## src/rtl/phyvp_pkg.sv

```systemverilog
package phyvp_pkg;

    localparam int BANK_AW = 8;
    localparam int BANK_DW = 8;
    localparam int BANK_DEPTH = 1 << BANK_AW;
    localparam int CMD_W = 32;

    // Software-writable positions: data byte, index, port, direction, start, wake
    localparam logic [CMD_W-1:0] WR_MASK  = 32'hE7FF_00FF;
    localparam logic [CMD_W-1:0] CMD_RST  = 32'h0800_0000;

    typedef struct packed {
        logic               wake;   // 31
        logic               start;  // 30
        logic               dir;    // 29, 1 = store
        logic               rsvd;   // 28
        logic               sync;   // 27
        logic [2:0]         port;   // 26:24
        logic [BANK_AW-1:0] idx;    // 23:16
        logic [BANK_DW-1:0] rbyte;  // 15:8
        logic [BANK_DW-1:0] wbyte;  // 7:0
    } cmd_t;

    function automatic logic [BANK_DW-1:0] bank_init(input int unsigned i);
        case (i)
            0: return 8'h24;
            1: return 8'h04;
            2: return 8'h04;
            default: return '0;
        endcase
    endfunction

endpackage

```

## src/rtl/phyvp_merge.sv

```systemverilog
module phyvp_merge
    import phyvp_pkg::*;
(
    input  cmd_t               cur,
    input  logic [CMD_W-1:0]   wdata,
    output cmd_t               merged
);
    logic [CMD_W-1:0] raw;

    always_comb begin
        raw = (CMD_W'(cur) & ~WR_MASK) | (wdata & WR_MASK);
        merged = cmd_t'(raw);
        merged.wake = 1'b0;
    end
endmodule

```

## src/rtl/phyvp_exec.sv

```systemverilog
module phyvp_exec
    import phyvp_pkg::*;
(
    input  cmd_t                merged,
    input  logic                accept,
    input  logic [BANK_DW-1:0]  bank_rd,
    output cmd_t                done,
    output logic                bank_we,
    output logic [BANK_AW-1:0]  bank_wa,
    output logic [BANK_DW-1:0]  bank_wd
);
    always_comb begin
        done    = merged;
        bank_we = 1'b0;
        bank_wa = merged.idx;
        bank_wd = merged.wbyte;
        if (merged.start) begin
            if (merged.dir) begin
                bank_we = accept;
            end else begin
                done.rbyte = bank_rd;
            end
            done.start = 1'b0;
        end
    end
endmodule

```

## src/rtl/phyvp_bank.sv

```systemverilog
module phyvp_bank
    import phyvp_pkg::*;
#(
    parameter int AW = BANK_AW,
    parameter int DW = BANK_DW
) (
    input  logic          clk,
    input  logic          rst_n,
    input  logic          we,
    input  logic [AW-1:0] wa,
    input  logic [DW-1:0] wd,
    input  logic [AW-1:0] ra,
    output logic [DW-1:0] rd
);
    localparam int DEPTH = 1 << AW;

    logic [DW-1:0] mem_q [DEPTH];
    logic [DW-1:0] mem_d [DEPTH];

    always_comb begin
        for (int i = 0; i < DEPTH; i++) mem_d[i] = mem_q[i];
        if (we) mem_d[wa] = wd;
    end

    always_ff @(posedge clk) begin
        if (!rst_n) begin
            for (int i = 0; i < DEPTH; i++) mem_q[i] <= DW'(bank_init(i));
        end else begin
            for (int i = 0; i < DEPTH; i++) mem_q[i] <= mem_d[i];
        end
    end

    assign rd = mem_q[ra];
endmodule

```

## src/rtl/phyvp_bridge.sv

```systemverilog
module phyvp_bridge
    import phyvp_pkg::*;
(
    input  logic              clk,
    input  logic              rst_n,
    input  logic              sel,
    input  logic              wr_en,
    input  logic [3:0]        be,
    input  logic [CMD_W-1:0]  wdata,
    output logic [CMD_W-1:0]  rdata
);
    typedef struct packed {
        cmd_t cmd;
    } state_t;

    state_t st_d, st_q;

    logic               accept;
    cmd_t               merged;
    cmd_t               done;
    logic               bank_we;
    logic [BANK_AW-1:0] bank_wa;
    logic [BANK_DW-1:0] bank_wd;
    logic [BANK_DW-1:0] bank_rd;

    assign accept = sel & wr_en & (be == 4'hF);

    phyvp_merge u_merge (
        .cur    (st_q.cmd),
        .wdata  (wdata),
        .merged (merged)
    );

    phyvp_bank #(.AW(BANK_AW), .DW(BANK_DW)) u_bank (
        .clk   (clk),
        .rst_n (rst_n),
        .we    (bank_we),
        .wa    (bank_wa),
        .wd    (bank_wd),
        .ra    (merged.idx),
        .rd    (bank_rd)
    );

    phyvp_exec u_exec (
        .merged  (merged),
        .accept  (accept),
        .bank_rd (bank_rd),
        .done    (done),
        .bank_we (bank_we),
        .bank_wa (bank_wa),
        .bank_wd (bank_wd)
    );

    always_comb begin
        st_d = st_q;
        if (accept) st_d.cmd = done;
    end

    always_ff @(posedge clk) begin
        if (!rst_n) st_q.cmd <= cmd_t'(CMD_RST);
        else        st_q <= st_d;
    end

    assign rdata = CMD_W'(st_q.cmd);
endmodule

```

## config.mk

```make
export PLATFORM = sky130hd
export DESIGN_NAME = phyvp_bridge
export DESIGN_NICKNAME = d
export VERILOG_FILES = /design/src/rtl/phyvp_pkg.sv /design/src/rtl/phyvp_merge.sv /design/src/rtl/phyvp_exec.sv /design/src/rtl/phyvp_bank.sv /design/src/rtl/phyvp_bridge.sv
export SDC_FILE = /design/constraint.sdc
export NUM_CORES = 2
export LEC_CHECK = 0
export ABC_AREA = 1
export BUFFER_PORTS_ARGS = -buffer_cell sky130_fd_sc_hd__clkbuf_2
export CAP_MARGIN = 10
export CELL_PAD_IN_SITES_DETAIL_PLACEMENT = 0
export CELL_PAD_IN_SITES_GLOBAL_PLACEMENT = 1
export CORE_MARGIN = 4
export CORE_UTILIZATION = 45
export CTS_BUF_LIST = sky130_fd_sc_hd__clkbuf_2 sky130_fd_sc_hd__clkbuf_4 sky130_fd_sc_hd__clkbuf_8
export CTS_CLUSTER_SIZE = 14
export DETAILED_ROUTE_END_ITERATION = 16
export PLACE_DENSITY = 0.86
export SLEW_MARGIN = 40
export SYNTH_ARGS = -nofsm -noshare
export SYNTH_HDL_FRONTEND = slang
export SYNTH_SLANG_ARGS = --single-unit
```

## constraint.sdc

```tcl
create_clock -name clk -period 2.41 [get_ports clk]
set_input_delay 0.3615 -clock clk [delete_from_list [all_inputs] [get_ports clk]]
set_output_delay 0.3615 -clock clk [all_outputs]
set_load 0.05 [all_outputs]
```

==> impl_metrics.xml <==
<?xml version="1.0" encoding="UTF-8"?>
<metrics>
  <group name="timing">
    <metric name="max-slew-margin-rel" unit="">0.5404</metric>
    <metric name="slew_violations" unit="">0</metric>
    <metric name="fmax" unit="MHz">423.3</metric>
    <metric name="fin_hold_ws" unit="ns">0.1117</metric>
    <metric name="period_minus_slack" unit="ns">2.362</metric>
    <metric name="finalHoldViolCount" unit="">0</metric>
    <metric name="final-setup-viol-count" unit="">0</metric>
    <metric name="finalCritPeriodShare" unit="">0.9803</metric>
    <metric name="worst_slew_pin_slew" unit="ns">0.6822</metric>
    <metric name="fin_worst_skew" unit="ns">0.05684</metric>
    <metric name="unrepaired_setup_endpoints_after_global_routing" unit="">false</metric>
  </group>
  <group name="yosys">
    <metric name="postSynth.asyncResetShare" unit="">0</metric>
    <metric name="primary_flip_flop_cell_chosen_by_synthesis_mapping" unit="">sky130_fd_sc_hd__dfxtp_1</metric>
    <metric name="netlist_instances" unit="">12460</metric>
    <metric name="synth_top_cells_by_area" unit="">sky130_fd_sc_hd__dfxtp_1 (48%), sky130_fd_sc_hd__nand2_1 (17%), sky130_fd_sc_hd__a21oi_1 (12%)</metric>
    <metric name="synth_top_area_frac" unit="">0.4752</metric>
    <metric name="yosys.area.top_type" unit="">sky130_fd_sc_hd__dfxtp_1</metric>
    <metric name="synth.top_cells.by_count" unit="">sky130_fd_sc_hd__nand2_1 (4029), sky130_fd_sc_hd__a21oi_1 (2167), sky130_fd_sc_hd__o21ai_0 (2151)</metric>
    <metric name="synth_warnings" unit="">0</metric>
    <metric name="ys_ff_latch" unit="">2076</metric>
    <metric name="ys_types" unit="">24</metric>
    <metric name="synth_area" unit="sq mm">0.08745</metric>
    <metric name="synth-edff-count" unit="">0</metric>
    <metric name="share_of_synthesized_area_occupied_by_flip_flops_and_latches" unit="">0.4752</metric>
    <metric name="yosysMostFrequentCell" unit="">sky130_fd_sc_hd__nand2_1</metric>
    <metric name="syn_avg_cell_area" unit="sq um">7.020</metric>
  </group>
  <group name="cts">
    <metric name="cts_sinks" unit="">2076</metric>
    <metric name="tritoncts.num_buffers" unit="">357</metric>
    <metric name="cts_tree" unit="">yes</metric>
    <metric name="cts_max_level" unit="">5</metric>
    <metric name="cts-root-to-sink-buffers" unit="">4</metric>
    <metric name="clock_edge_transition_at_the_registers_on_the_reported_setup_and_hold_paths" unit="ns">0.06</metric>
    <metric name="clkLatencyLatePin" unit="ns">1.07</metric>
    <metric name="clock_tree.root_cell" unit="">sky130_fd_sc_hd__clkbuf_8</metric>
  </group>
  <group name="layout">
    <metric name="layout.cells.non_filler" unit="">15440</metric>
    <metric name="nNetsFinal" unit="">12720</metric>
    <metric name="num-fill-cells" unit="">18260</metric>
    <metric name="area.growth.synth_to_final" unit="%">19.60</metric>
    <metric name="final_layout_size_suffix_gt1_frac" unit="">0.1331</metric>
  </group>
  <group name="floorplan">
    <metric name="design.portCount" unit="">72</metric>
    <metric name="core_region_area" unit="sq mm">0.1930</metric>
    <metric name="die-area" unit="sq mm">0.2014</metric>
    <metric name="start_util" unit="">0.4531</metric>
    <metric name="die_w" unit="um">448.8</metric>
    <metric name="die-height" unit="um">448.8</metric>
    <metric name="placementRows" unit="">161</metric>
  </group>
  <group name="run">
    <metric name="max-cap-violations" unit="">0</metric>
  </group>
  <group name="grt">
    <metric name="groute.layer.met1.usage" unit="">0.3982</metric>
    <metric name="first_pass_grt_wire_length" unit="um">474100</metric>
    <metric name="globalRouteMet3Util" unit="">0.05226</metric>
    <metric name="global_route.peak_usage_layer" unit="">met2</metric>
    <metric name="grt_start_max_net_pins" unit="">154</metric>
    <metric name="overflow" unit="">0</metric>
    <metric name="grt_antenna_before_repair" unit="">6</metric>
    <metric name="globalRouteMet2Util" unit="">0.4494</metric>
    <metric name="global_route.usage.total" unit="">0.2916</metric>
    <metric name="number_of_global_route_vias_before_repair" unit="">81250</metric>
  </group>
  <group name="setup_path">
    <metric name="cp.required" unit="ns">3.38</metric>
    <metric name="setup.worst_path.start_class" unit="">primary input</metric>
    <metric name="rrSetupSlack" unit="ns">0.44</metric>
    <metric name="timing.critical_path.to_type" unit="">register</metric>
    <metric name="worstPathMaxFanout" unit="">21</metric>
    <metric name="critical_path_class" unit="">in2reg</metric>
    <metric name="timing.critical_path.arrival" unit="ns">3.33</metric>
  </group>
  <group name="place">
    <metric name="post-dp-hpwl" unit="um">192900</metric>
    <metric name="placed_cells" unit="">14800</metric>
    <metric name="gp_routability_congestion" unit="">0.9140</metric>
    <metric name="port_buffer_count" unit="">56</metric>
  </group>
  <group name="routing">
    <metric name="firstDrtPassIters" unit="">6</metric>
    <metric name="wl_per_cell" unit="um">19.93</metric>
    <metric name="route.vias.total" unit="">87140</metric>
    <metric name="route.detailed.drc" unit="">0</metric>
    <metric name="drtAntennaViolNets" unit="">0</metric>
    <metric name="detail_route.vias_per_cell" unit="">5.644</metric>
    <metric name="totalWireLength" unit="um">307800</metric>
    <metric name="dr.first_iter.drc_count" unit="">9632</metric>
  </group>
  <group name="power_and_ir_drop">
    <metric name="peakVddDrop" unit="mV">0.4525</metric>
    <metric name="power-per-cell-area" unit="mW/mm^2">679.6</metric>
    <metric name="static-leakage-power" unit="nW">44.39</metric>
  </group>
  <group name="status">
    <metric name="outcome" unit="">complete, no violations</metric>
  </group>
  <group name="hold_path">
    <metric name="worstHoldPathType" unit="">in2reg</metric>
  </group>
</metrics>
## cells in the final DEF (no fill, tap or decap)
cell and count:
sky130_fd_sc_hd__a21boi_0 1, sky130_fd_sc_hd__a21oi_1 2167, sky130_fd_sc_hd__buf_12 317, sky130_fd_sc_hd__buf_4 561, sky130_fd_sc_hd__buf_8 3, sky130_fd_sc_hd__bufinv_16 7, sky130_fd_sc_hd__clkbuf_16 1, sky130_fd_sc_hd__clkbuf_2 53
sky130_fd_sc_hd__clkbuf_4 99, sky130_fd_sc_hd__clkbuf_8 435, sky130_fd_sc_hd__clkinv_1 3, sky130_fd_sc_hd__clkinv_2 40, sky130_fd_sc_hd__clkinvlp_4 3, sky130_fd_sc_hd__conb_1 4, sky130_fd_sc_hd__dfxtp_1 2076, sky130_fd_sc_hd__diode_2 9
sky130_fd_sc_hd__dlygate4sd3_1 39, sky130_fd_sc_hd__inv_1 14, sky130_fd_sc_hd__inv_2 1, sky130_fd_sc_hd__inv_4 2, sky130_fd_sc_hd__inv_8 12, sky130_fd_sc_hd__nand2_1 4013, sky130_fd_sc_hd__nand2_2 16, sky130_fd_sc_hd__nand3_1 126
sky130_fd_sc_hd__nand3_2 2, sky130_fd_sc_hd__nand4_1 114, sky130_fd_sc_hd__nor2_1 435, sky130_fd_sc_hd__nor2_2 139, sky130_fd_sc_hd__nor2_4 26, sky130_fd_sc_hd__nor3_2 1, sky130_fd_sc_hd__nor4_1 1, sky130_fd_sc_hd__o211ai_1 2
sky130_fd_sc_hd__o21ai_0 2151, sky130_fd_sc_hd__o21ai_1 40
## power breakdown
group          switching, W  internal, W  total (W)
logic               0.00284      0.00107    0.00391
clock network        0.0144       0.0184     0.0328
registers        0.00000405       0.0343     0.0343
## routing by layer
layer  part of all wire  wire length, um
met4              0.046            14130
met3              0.082            25090
met2               0.44           135000
met5            0.00030               92
met1               0.43           133400
## layout make-up
| cell class | instances | area, sq um | area share |
|---|---|---|---|
| sequential | 2076 | 41560 | 0.3974 |
| multi-input combinational | 9238 | 41190 | 0.3938 |
| timing repair buffer | 974 | 11280 | 0.1079 |
| clock buffer | 534 | 6730 | 0.06435 |
| inverter | 32 | 209.0 | 0.001998 |
| tap | 2526 | 3161 | 0.03022 |
| clock inverter | 50 | 439.2 | 0.004199 |
| antenna | 9 | 22.52 | 0.0002153 |
## worst max-delay path, cell delays in order
cell	delay, ns
sky130_fd_sc_hd__dlygate4sd3_1	0.59
sky130_fd_sc_hd__buf_8	0.15
sky130_fd_sc_hd__buf_4	0.22
sky130_fd_sc_hd__buf_12	0.20
sky130_fd_sc_hd__buf_12	0.23
sky130_fd_sc_hd__buf_4	0.17
sky130_fd_sc_hd__a21oi_1	0.03
sky130_fd_sc_hd__o21ai_0	0.22
sky130_fd_sc_hd__nand2_1	0.08
sky130_fd_sc_hd__nor2_1	0.32
sky130_fd_sc_hd__buf_4	0.18
sky130_fd_sc_hd__nor2_1	0.04
sky130_fd_sc_hd__nor2_1	0.10
sky130_fd_sc_hd__nand2_1	0.05
sky130_fd_sc_hd__nand2_1	0.12
sky130_fd_sc_hd__nand2_1	0.08
sky130_fd_sc_hd__nor2_1	0.11
sky130_fd_sc_hd__nor2_1	0.04
## per-stage QoR
step           worst slack [ns]    util  instance area (sq um)  setup TNS [ns]  power [W]
2_1_floorplan            0.3506       -                  87460               0    0.03684
3_3_place_gp            -0.4699  0.5025                  96970          -30.51    0.03883
3_5_place_dp            -0.4000  0.5025                  96970          -57.59    0.03884
4_1_cts                 0.06142  0.5416                 104500               0    0.07141
5_1_grt                 0.03057  0.5419                 104600               0    0.07314
6_report                0.04758  0.5420                 104600               0    0.07108
## flip-flops by register name (all words and copies together) (netlist names)
register and flops:
u_bank.mem_q 2048, rdata 28
## timing repair
action	in CTS	in global routing
resized for setup	0	1
setup buffers	0	2
endpoints found under the hold margin	861	0
endpoints found under the setup margin	0	2
hold buffers	39	0
## cells by family (layout without fill, tap and decap cells)
family          Yosys count  in the layout  share of synthesized area
other cells               2             13                 0.00008588
flops                  2076           2076                     0.4752
buf+inv                1145           1590                    0.05480
simple gates           4873           4873                     0.2202
compound gates         4361           4361                     0.2497
## final timing paths
| kind | to | cells after the start | start |
|---|---|---|---|
| setup / recovery | rdata[11] | 18 | wdata[17] |
| hold / removal | u_bank.mem_q[0][5] | 9 | wr_en |
| setup reg to reg | rdata[15] | 13 | u_bank.mem_q[57][7] |
| hold reg to reg | u_bank.mem_q[2][2] | 2 | u_bank.mem_q[2][2] |
Power figures use the tool's default switching activity.
